==> src/rtl/iorty_pkg.sv <==
package iorty_pkg;
  typedef enum logic [0:0] {ST_IDLE = 1'b0, ST_RUN = 1'b1} iorty_st_t;

  // Retry is possible only strictly before the threshold step
  function automatic logic step_below(input logic [7:0] step, input logic [7:0] thr);
    return step < thr;
  endfunction

  // Another attempt is allowed while started executions are under the limit
  function automatic logic tries_left(input logic [7:0] tries, input logic [7:0] lim);
    return tries < lim;
  endfunction
endpackage

==> src/rtl/iorty_thr_table.sv <==
module iorty_thr_table #(
  parameter int TYPE_W  = 3,
  parameter int STEP_W  = 4,
  parameter int RST_THR = 4
) (
  input  logic              clk,
  input  logic              rst_n,
  input  logic              we,
  input  logic [TYPE_W-1:0] wtype,
  input  logic [STEP_W-1:0] wstep,
  input  logic [TYPE_W-1:0] rtype,
  output logic [STEP_W-1:0] rstep
);
  localparam int NTYPES = 1 << TYPE_W;

  logic [STEP_W-1:0] thr_q [NTYPES];

  generate
    for (genvar g = 0; g < NTYPES; g++) begin : g_ent
      always_ff @(posedge clk) begin
        if (!rst_n)                            thr_q[g] <= STEP_W'(RST_THR);
        else if (we && wtype == TYPE_W'(g))    thr_q[g] <= wstep;
      end
    end
  endgenerate

  assign rstep = thr_q[rtype];
endmodule

==> src/rtl/iorty_seq.sv <==
module iorty_seq #(
  parameter int TYPE_W    = 3,
  parameter int MAX_TRIES = 2
) (
  input  logic              clk,
  input  logic              rst_n,
  input  logic              start,
  input  logic [TYPE_W-1:0] start_type,
  input  logic              err,
  input  logic              done,
  input  logic              below_thr,
  output logic              busy,
  output logic [TYPE_W-1:0] cur_type,
  output logic              ev_retry,
  output logic              ev_abort,
  output logic              ev_record,
  output logic              restart_q,
  output logic              mchk_q,
  output logic              ioint_q
);
  import iorty_pkg::*;
  localparam int CNT_W = $clog2(MAX_TRIES + 1);

  iorty_st_t        st_q;
  logic [CNT_W-1:0] tries_q;
  logic             ev_finish;

  assign busy      = (st_q == ST_RUN);
  assign ev_retry  = busy && err && below_thr &&
                     tries_left(8'(tries_q), 8'(MAX_TRIES));
  assign ev_abort  = busy && err && !ev_retry;
  assign ev_finish = busy && !err && done;
  assign ev_record = ev_finish && (tries_q > CNT_W'(1));

  always_ff @(posedge clk) begin
    if (!rst_n) begin
      st_q      <= ST_IDLE;
      tries_q   <= '0;
      cur_type  <= '0;
      restart_q <= 1'b0;
      mchk_q    <= 1'b0;
      ioint_q   <= 1'b0;
    end else begin
      restart_q <= ev_retry;
      mchk_q    <= ev_record;
      ioint_q   <= ev_abort;
      if (!busy && start) begin
        st_q     <= ST_RUN;
        cur_type <= start_type;
        tries_q  <= CNT_W'(1);
      end else if (ev_abort || ev_finish) begin
        st_q <= ST_IDLE;
      end else if (ev_retry) begin
        tries_q <= tries_q + CNT_W'(1);
      end
    end
  end
endmodule

==> src/rtl/iorty_ctrl.sv <==
module iorty_ctrl #(
  parameter int TYPE_W    = 3,
  parameter int STEP_W    = 4,
  parameter int MAX_TRIES = 2,
  parameter int RST_THR   = 4
) (
  input  logic              clk,
  input  logic              rst_n,
  input  logic              thr_wr,
  input  logic [TYPE_W-1:0] thr_wr_type,
  input  logic [STEP_W-1:0] thr_wr_step,
  input  logic              ins_start,
  input  logic [TYPE_W-1:0] ins_type,
  input  logic [STEP_W-1:0] prog_step,
  input  logic              err_strobe,
  input  logic              ins_done,
  output logic              restart_req,
  output logic              mchk_req,
  output logic              io_int_req
);
  import iorty_pkg::*;

  logic [TYPE_W-1:0] cur_type;
  logic [STEP_W-1:0] cur_thr;
  logic              below_thr;
  logic              busy;
  logic              ev_retry, ev_abort, ev_record;

  iorty_thr_table #(.TYPE_W(TYPE_W), .STEP_W(STEP_W), .RST_THR(RST_THR)) u_tab (
    .clk(clk), .rst_n(rst_n), .we(thr_wr), .wtype(thr_wr_type),
    .wstep(thr_wr_step), .rtype(cur_type), .rstep(cur_thr)
  );

  assign below_thr = step_below(8'(prog_step), 8'(cur_thr));

  iorty_seq #(.TYPE_W(TYPE_W), .MAX_TRIES(MAX_TRIES)) u_seq (
    .clk(clk), .rst_n(rst_n), .start(ins_start), .start_type(ins_type),
    .err(err_strobe), .done(ins_done), .below_thr(below_thr),
    .busy(busy), .cur_type(cur_type), .ev_retry(ev_retry),
    .ev_abort(ev_abort), .ev_record(ev_record),
    .restart_q(restart_req), .mchk_q(mchk_req), .ioint_q(io_int_req)
  );
endmodule

==> config.mk <==
export PLATFORM = sky130hd
export DESIGN_NAME = iorty_ctrl
export DESIGN_NICKNAME = d
export VERILOG_FILES = /design/src/rtl/iorty_pkg.sv /design/src/rtl/iorty_thr_table.sv /design/src/rtl/iorty_seq.sv /design/src/rtl/iorty_ctrl.sv
export SDC_FILE = /design/constraint.sdc
export NUM_CORES = 1
export LEC_CHECK = 0
export ABC_AREA = 1
export ABC_CLOCK_PERIOD_IN_PS = 4000
export BUFFER_PORTS_ARGS = -buffer_cell sky130_fd_sc_hd__buf_4
export CORE_MARGIN = 8
export CORE_UTILIZATION = 30
export CTS_CLUSTER_DIAMETER = 50
export CTS_CLUSTER_SIZE = 25
export DETAILED_ROUTE_END_ITERATION = 12
export GPL_TIMING_DRIVEN = 1
export PLACE_DENSITY_LB_ADDON = 0.25
export SLEW_MARGIN = 20
export SYNTH_ARGS = -nofsm -noshare
export SYNTH_HDL_FRONTEND = slang
export SYNTH_SLANG_ARGS = --single-unit
==> constraint.sdc <==
create_clock -name clk -period 4 [get_ports clk]
set_input_delay 0.6 -clock clk [delete_from_list [all_inputs] [get_ports clk]]
set_output_delay 0.6 -clock clk [all_outputs]
set_load 0.01 [all_outputs]
-- Word level (Yosys, flattened, before mapping)
Memories as Yosys holds them, arrays and structs flattened. A register that Yosys moved wholly into a read port is not among the register bits.
Index checks and enable logic that the tools add are counted.
- bits in registers: 9
- memory bits (writable): 32
- input port bits: 20
- output and inout bits: 3
- word-level logic and storage cells: 96
- memories: 1
- memories (memory ; depth ; bits a word ; rd ports ; clocked after Yosys merged registers in ; write ports ; RTL line ; source):
    u_tab.thr_q ; 8 ; 4 ; 1 ; 1 ; 8 ; iorty_thr_table.sv:16 ; logic [STEP_W-1:0] thr_q [NTYPES];
- $add $sub $neg: 1
- order comparisons: 3
- equal/unequal tests: 8
- multiplexer cells: 40
- bitwise operators: 10
- reduce and logical (&&, ||, !) cells: 26
- operators with widths (operator ; count):
    $mux W4 ; 8
    $mux W1 ; 30
    $logic_and A1 B1 Y1 ; 16
    $eq A3 B3 Y1 const B ; 4
    $or A1 B1 Y1 ; 8
    $eq A3 B2 Y1 const B ; 2
    $mux W3 ; 2
    $lt A4 B4 Y1 ; 1
    $reduce_and A2 Y1 ; 2
    $reduce_bool A2 Y1 ; 2
    $eq A3 B1 Y1 const B ; 1
    $logic_not A1 Y1 ; 3
    $logic_not A3 Y1 ; 1
    $add A2 B1 Y2 const B ; 1
    $gt A2 B1 Y1 const B ; 1
    $lt A2 B2 Y1 const B ; 1
    $ne A2 B1 Y1 const B ; 1
    $not A1 Y1 ; 2
    $reduce_or A2 Y1 ; 1
    $logic_or A1 B1 Y1 ; 1

-- Depth between registers and ports, before layout
Gate-level depths: netlist of run 1.
- word-level depth: 8
- gate-level depth with buffers: 14
- gate-level depth less buffers: 13

-- By module
Synthesis of run 1 repeated with hierarchy kept, for this count alone.
- cell total of the unflattened synthesis: 277
- area total of the unflattened synthesis: 2280.9 µm²
- by module, submodules not included (module ; times used ; cells each ; area an instance (µm²) ; seq. area each (µm²)):
    iorty_thr_table ; 1 ; 211 ; 1793.0 ; 960.9
    iorty_seq ; 1 ; 51 ; 396.6 ; 180.2
    iorty_ctrl ; 1 ; 15 ; 91.3 ; 0.0

-- Least setup slack after synthesis of run 1
Ideal clock, no wire load.
- path kind: register to register
- from: reg with a tool-made name
- to: reg u_seq.st_q, in the netlist u_seq.busy
- arrival: 2054 ps
- slack: 1878 ps
- stages on the path, launching flop included: 12
- buffers on the path: 2
- period minus slack after synthesis: 2122 ps
- path through: dfxtp_1 buf_6 clkbuf_1 o21ai_0 o221ai_1 o21ai_0 ha_1 a2111oi_4 nand2_2 nand2_2 nand2_1 a21oi_2
- RTL lines (item ; RTL line ; source):
    end signal, assigned ; iorty_seq.sv:37 ; st_q <= ST_IDLE;
    end signal, assigned ; iorty_seq.sv:48 ; st_q <= ST_RUN;
    end signal, assigned ; iorty_seq.sv:52 ; st_q <= ST_IDLE;
    end, declared ; iorty_seq.sv:24 ; iorty_st_t st_q;

==> metrics.txt, run 1 <==
Synth Net Count between 200 and 300; Worst-path clk slew ~0.090 ns; initial antenna violation count 0; Crit Path Max Fanout 17; Root Driver clkbuf_8; crit path time final about 2.4 ns; sequential area share after synthesis 58.3%; Area contributors post-synth edfxtp_1 47%, dfxtp_1 12%, nor2_1 10%, nand2_1 6.0%, inv_1 5.6%; worst hold slack 0.488 ns; syn_area_per_cell 9.08 µm²; Die ar. 0.00978 mm²; pin count of the biggest net entering global routing 18; outcome finished, final reports clean; commonest non-fill, non-tap cell in the layout nor2_1; LEAKAGE ~0.00098 µW; dpl ws between 1.5 and 2 ns; max-slew violation count 0; via count 1527; clock buffer depth 2; core box area 0.00672 mm²; Buf+Inv Stages, Crit Path 1; PostCTS Resize Cnt 0; H-tree level count 2; Setup WS post-layout roughly 1.6 ns; Die Wd approximately 99 µm; clock sink total 44; Yosys reg bits 44; initial DRC count 127; share of cells above drive strength 1 between 10% and 20%; CP Class reg2reg; Post-CTS Setup Bufs 0; placed cells roughly 320; pwr dens approximately 410 mW/mm²; gr ovfl total 0; peak supply drop between 0.2 and 0.3 mV; Max Fclk about 420 MHz; total CTS buffers 5; CP peak stage delay 0.74 ns; Synth Instances approximately 230; ant diodes 0; Die H a little under 100 µm; drt drc 0; synth-to-layout area growth 17.2%; Max Cap Viol 0; final WL between 4000 and 5000 µm; slew margin rel. between 50% and 60%; Cell Area, Synth roughly 0.0021 mm²; Starting Density between 30% and 40%; most frequent cells in the layout 56 x nor2_1, 33 x nand2_1, 32 x edfxtp_1; Core Util, Final a little over a third; slowest cell on the critical path dfxtp_1; overall routing resource usage slightly below 10%; CTS tree yes; fin cells around 330; num rows 30; Critical Path RT about 4.2 ns; drt wl/cell 13.8 µm; TritonRoute pass-1 iters 4; # port buffers 22; # IOs 23; Hold Crit Class reg2reg; setup TNS 0 ns; Post-DRT Antenna Nets 0; global-route wire length before repair 7510 µm; vias per cell ~4.6; clock skew approximately 0.005 ns; Clock Latency Late Sink 0.29 ns; CP Launch Type register; Distinct cells, synth 24; Yosys top cell area share a little under half; Worst EP arrival approximately 2.6 ns; Critical Path Sink Type register; final period utilization ~60%; Final Hold Fails 0; unrepaired setup endpoints after global routing no; Syn. warnings 0; Final Wtd Congestion 0.849; filler instances ~670; vias in the first global route approximately 1600; cell taking the most area after synthesis edfxtp_1; post-detail-place hpwl 3550 µm; CP top delay family compound AO/OA/AOI/OAI gates; # setup viols final 0; post-layout net count roughly 280; Cell Chain, Critical Path inv_8 -> o21ai_0 -> o22ai_1 -> o21ai_0 -> ha_1 -> a2111oi_4 -> nand2_2 -> nand2_2 -> nand2_1 -> a21oi_2; Post-CTS Hold Buffers 0; Least-Margin Pin Slew around 0.64 ns
[state kept, by name, summed over array words and instances, names as in the netlist, named ones only]
name             flops
u_tab.thr_q         32
u_seq.cur_type       3
u_seq.tries_q        2
u_seq.busy           1
u_seq.ioint_q        1
u_seq.mchk_q         1
u_seq.restart_q      1
[per-stage QoR]
step | total power (µW) | cell area (µm²)
final | 1000 | 2420
after global placement | 667 | 2300
after global routing | 1050 | 2420
after floorplan | 622 | 2060
after detailed placement | 667 | 2300
after CTS | 1010 | 2420
[kinds of logic after synthesis]
group / after synthesis / synth area share (%)
flip-flops: 44 / 58.3
AO/OA/AOI/OAI: 32 / 9.89
AND/OR/NAND/NOR: 109 / 21.8
adder cells (fa/ha/maj): 4 / 2.43
buffers and inverters: 38 / 7.65
[worst register-to-register path, delay by kind of cell, from the launching register on]
kind	cells	cell delay, ns
fa+ha+maj	1	0.29
compound gates	5	0.93
buf+inv	1	0.11
simple gates	3	0.26
flops	1	0.74
[where the power goes]
group          leakage (µW)  total [µW]  switching, µW  internal, µW
Sequential         0.000410         537           19.0           518
Combinational      0.000520         118           72.5          45.1
Clock             0.0000548         346            158           188
[path summary, 6_finish.rpt]
check,startpoint,endpoint,slack [ns],cells past startpoint
setup / recovery,register,u_seq.busy$_SDFFE_PN0P_,1.61,10
hold / removal,u_seq.cur_type[1]$_SDFFE_PN0P_,u_seq.cur_type[1]$_SDFFE_PN0P_,0.49,2
setup reg to reg,register,u_seq.busy$_SDFFE_PN0P_,1.61,10
hold reg to reg,u_seq.cur_type[1]$_SDFFE_PN0P_,u_seq.cur_type[1]$_SDFFE_PN0P_,0.49,2
[Yosys cell counts, drive strengths merged]
library cell and count:
o21a 1, ha 4, nand3 10, nand3b 1
a21oi 3, o221ai 3, nor2 56, edfxtp 32
o22ai 3, a2111oi 1, dfxtp 12, nor3 3
buf 2, o21ai 21, inv 33, nand2 38
nor4 1, clkbuf 3
[per-layer routing]
layer	GRT usage [%]	vias to the layer above	share of wire, %
li1	-	790	-
met1	11.5	704	45
met2	16.9	27	51
met3	1.76	6	3.1
met4	4.13	0	1.6
met5	0	-	0
[final cells by class]
| type | count | area, µm² | share of cell area [%] |
|---|---|---|---|
| flip-flops and latches | 44 | 1200 | 49.7 |
| clock buffers | 5 | 68.8 | 2.85 |
| clock inverters | 3 | 46.3 | 1.92 |
| multi-input cells | 145 | 703 | 29.1 |
| inverters | 33 | 131 | 5.44 |
| well taps | 80 | 100 | 4.14 |
| repair buffers | 22 | 165 | 6.84 |
No activity file was read; power rests on OpenSTA's default activity.
==> run 2: changes to the inputs <==
--- a/config.mk
+++ b/config.mk
@@ -6,7 +6,7 @@
 export NUM_CORES = 1
 export LEC_CHECK = 0
 export ABC_AREA = 1
-export ABC_CLOCK_PERIOD_IN_PS = 4000
+export ABC_CLOCK_PERIOD_IN_PS = 2300
 export BUFFER_PORTS_ARGS = -buffer_cell sky130_fd_sc_hd__buf_4
 export CORE_MARGIN = 8
 export CORE_UTILIZATION = 30
==> constraint.sdc (replaced) <==
create_clock -name clk -period 2.3 [get_ports clk]
set_input_delay 0.345 -clock clk [delete_from_list [all_inputs] [get_ports clk]]
set_output_delay 0.345 -clock clk [all_outputs]
set_load 0.01 [all_outputs]
==> run 2 against run 1 <==
Effect of this change:
- die area did not move
- core utilization decreased by 0.24 points
- register-to-register slack lost 1.4 ns
- global-route usage decreased by 0.098 points
- sequential power increased by 73%
- clock-buffer cell count grew 1
- critical path type unchanged
- highest routed layer unchanged
- non-clock buffer count up 2
- worst setup slack worse by 1.4 ns
- sequential share of layout area is 0.34 points higher
- largest cell class unchanged
- worst hold slack got worse by 0.15 ns
- design area down 0.67%
==> metrics.txt, run 2 (synthesized netlist as in run 1, its figures left out) <==
outcome finished, final reports clean; clock sink total 44 (unchanged); Post-CTS Setup Bufs 0 (unchanged); # setup viols final 0 (unchanged); post-detail-place hpwl 3560 µm (+0.29%); share of cells above drive strength 1 15.7% (-0.12 points); H-tree level count 2 (unchanged); Least-Margin Pin Slew 0.586 ns (-0.0503 ns); Max Fclk 480 MHz (+15%); crit path time final 2.08 ns (-0.311 ns); dpl ws 0.219 ns (-1.41 ns); max reg flops 32 (unchanged); num rows 30 (unchanged); unrepaired setup endpoints after global routing no; drt drc 0 (unchanged); multi-input logic area 703 µm² (unchanged); Die ar. 0.00978 mm² (unchanged); Setup WS post-layout 0.218 ns (-1.39 ns); clock buffer depth 2 (unchanged); max-slew violation count 0 (unchanged); drt wl/cell 13.7 µm (-0.77%); Final Hold Fails 0 (unchanged); setup TNS 0 ns (unchanged); Post-DP Area 0.00232 mm² (+0.65%); initial DRC count 114 (-10%); wire length on met3 161 µm (+14%); post-route design area 0.00240 mm² (-0.67%); final WL 4570 µm (-0.17%); ant diodes 0 (unchanged); core box area 0.00672 mm² (unchanged); Worst-path clk slew 0.08 ns (about the same); pwr dens 668 mW/mm² (+61%); total CTS buffers 5 (unchanged); Die Wd 98.9 µm (unchanged); worst hold slack 0.335 ns (-0.153 ns); Max Cap Viol 0 (unchanged); R2R Setup Slk 0.22 ns (-1.39 ns); filler instances 672 (+0.60%); gr ovfl total 0 (unchanged); initial antenna violation count 0 (unchanged); PostCTS Resize Cnt 0 (unchanged); Starting Density 30.7% (unchanged); Hold Crit Class in2reg; Post-DRT Antenna Nets 0 (unchanged); global-route wire length before repair 7470 µm (-0.65%); fin cells 334 (+0.60%); Die H 98.9 µm (unchanged); largest registers u_tab.thr_q (32), u_seq.cur_type (3), u_seq.tries_q (2); vias per cell 4.56 (-0.86%); Met1 Wirelength 2060 µm (+0.59%); Root Driver clkbuf_8; Clock Latency Late Sink 0.29 ns (about the same); Post-CTS Hold Buffers 0 (unchanged); via count 1523 (-0.26%); register area 0.00120 mm² (unchanged); CP Launch Type register; vias in the first global route 1530 (-2.7%); commonest non-fill, non-tap cell in the layout nor2_1; final period utilization 90.5% (+31 points); # IOs 23 (unchanged); CP Class reg2reg; LEAKAGE 0.000979 µW (-0.56%); largest register by flop count u_tab.thr_q; Crit Path Max Fanout 16 (-1); Critical Path RT 2.53 ns (-1.70 ns); CTS tree yes; overall routing resource usage 9.66% (-0.098 points); pin count of the biggest net entering global routing 17 (-1); peak supply drop 0.424 mV (+49%); # port buffers 22 (unchanged); Critical Path Sink Type register; Worst EP arrival 2.31 ns (-0.31 ns); synth-to-layout area growth 16.4%; DR top layer met4; post-layout net count 277 (+0.73%); placed cells 326 (+0.62%); TritonRoute pass-1 iters 4 (unchanged); most frequent cells in the layout 56 x nor2_1, 33 x nand2_1, 32 x edfxtp_1; metal2 WL 2260 µm (-2.2%); slew margin rel. 60.5% (+3.0 points); Final Wtd Congestion 0.844 (-0.59%); clock skew 0.00896 ns (+0.00382 ns)
## run 2: cell types whose count changed in the layout (fill, tap and decap cells not counted)
cell	change
clkinv_1	+1
buf_4	+2
bufinv_16	-1
inv_6	-1
clkbuf_1	+1
## run 2: final cells by class
type | instances | share of cell area (%)
clock buffers | 6 | 3.02
repair buffers | 24 | 7.51
multi-input cells | 145 | 29.3
flip-flops and latches | 44 | 50.1
well taps | 80 | 4.17
inverters | 33 | 5.47
clock inverters | 2 | 0.469
## run 2: report_power, final
group	internal [µW]	total, µW	leakage [µW]	switching (µW)
sequential	902	927	0.000410	25.6
clock	211	459	0.0000388	248
combinational	82.2	217	0.000530	135
## run 2: worst max-delay path, stage by stage (launching register included)
cell       delay, ns
dfxtp_1         0.32
buf_4           0.21
inv_8           0.07
o21ai_0         0.15
o22ai_1         0.09
o21ai_0         0.15
ha_1            0.28
a2111oi_4       0.37
nand2_2         0.12
nand2_2         0.08
nand2_1         0.06
a21oi_2         0.11
## run 2: worst paths after layout
kind	from	end	cells past startpoint
worst max-delay path	register	u_seq.busy$_SDFFE_PN0P_	11
worst min-delay path	ins_done	u_seq.mchk_q$_SDFF_PN0_	3
worst max register to register	register	u_seq.busy$_SDFFE_PN0P_	11
worst min register to register	u_seq.cur_type[1]$_SDFFE_PN0P_	register	2
## run 2: metrics by stage
step           power, µW  util, %
2_1_floorplan       1080        -
3_3_place_gp        1160     34.5
3_5_place_dp        1170     34.5
4_1_cts             1620     35.7
5_1_grt             1680     35.7
6_report            1600     35.7
## run 2: metal layers
metal,GRT usage (%),vias to the layer above
li1,-,794
met1,11.5,691
met2,16.4,32
met3,1.55,6
met4,4.84,0
met5,0,-
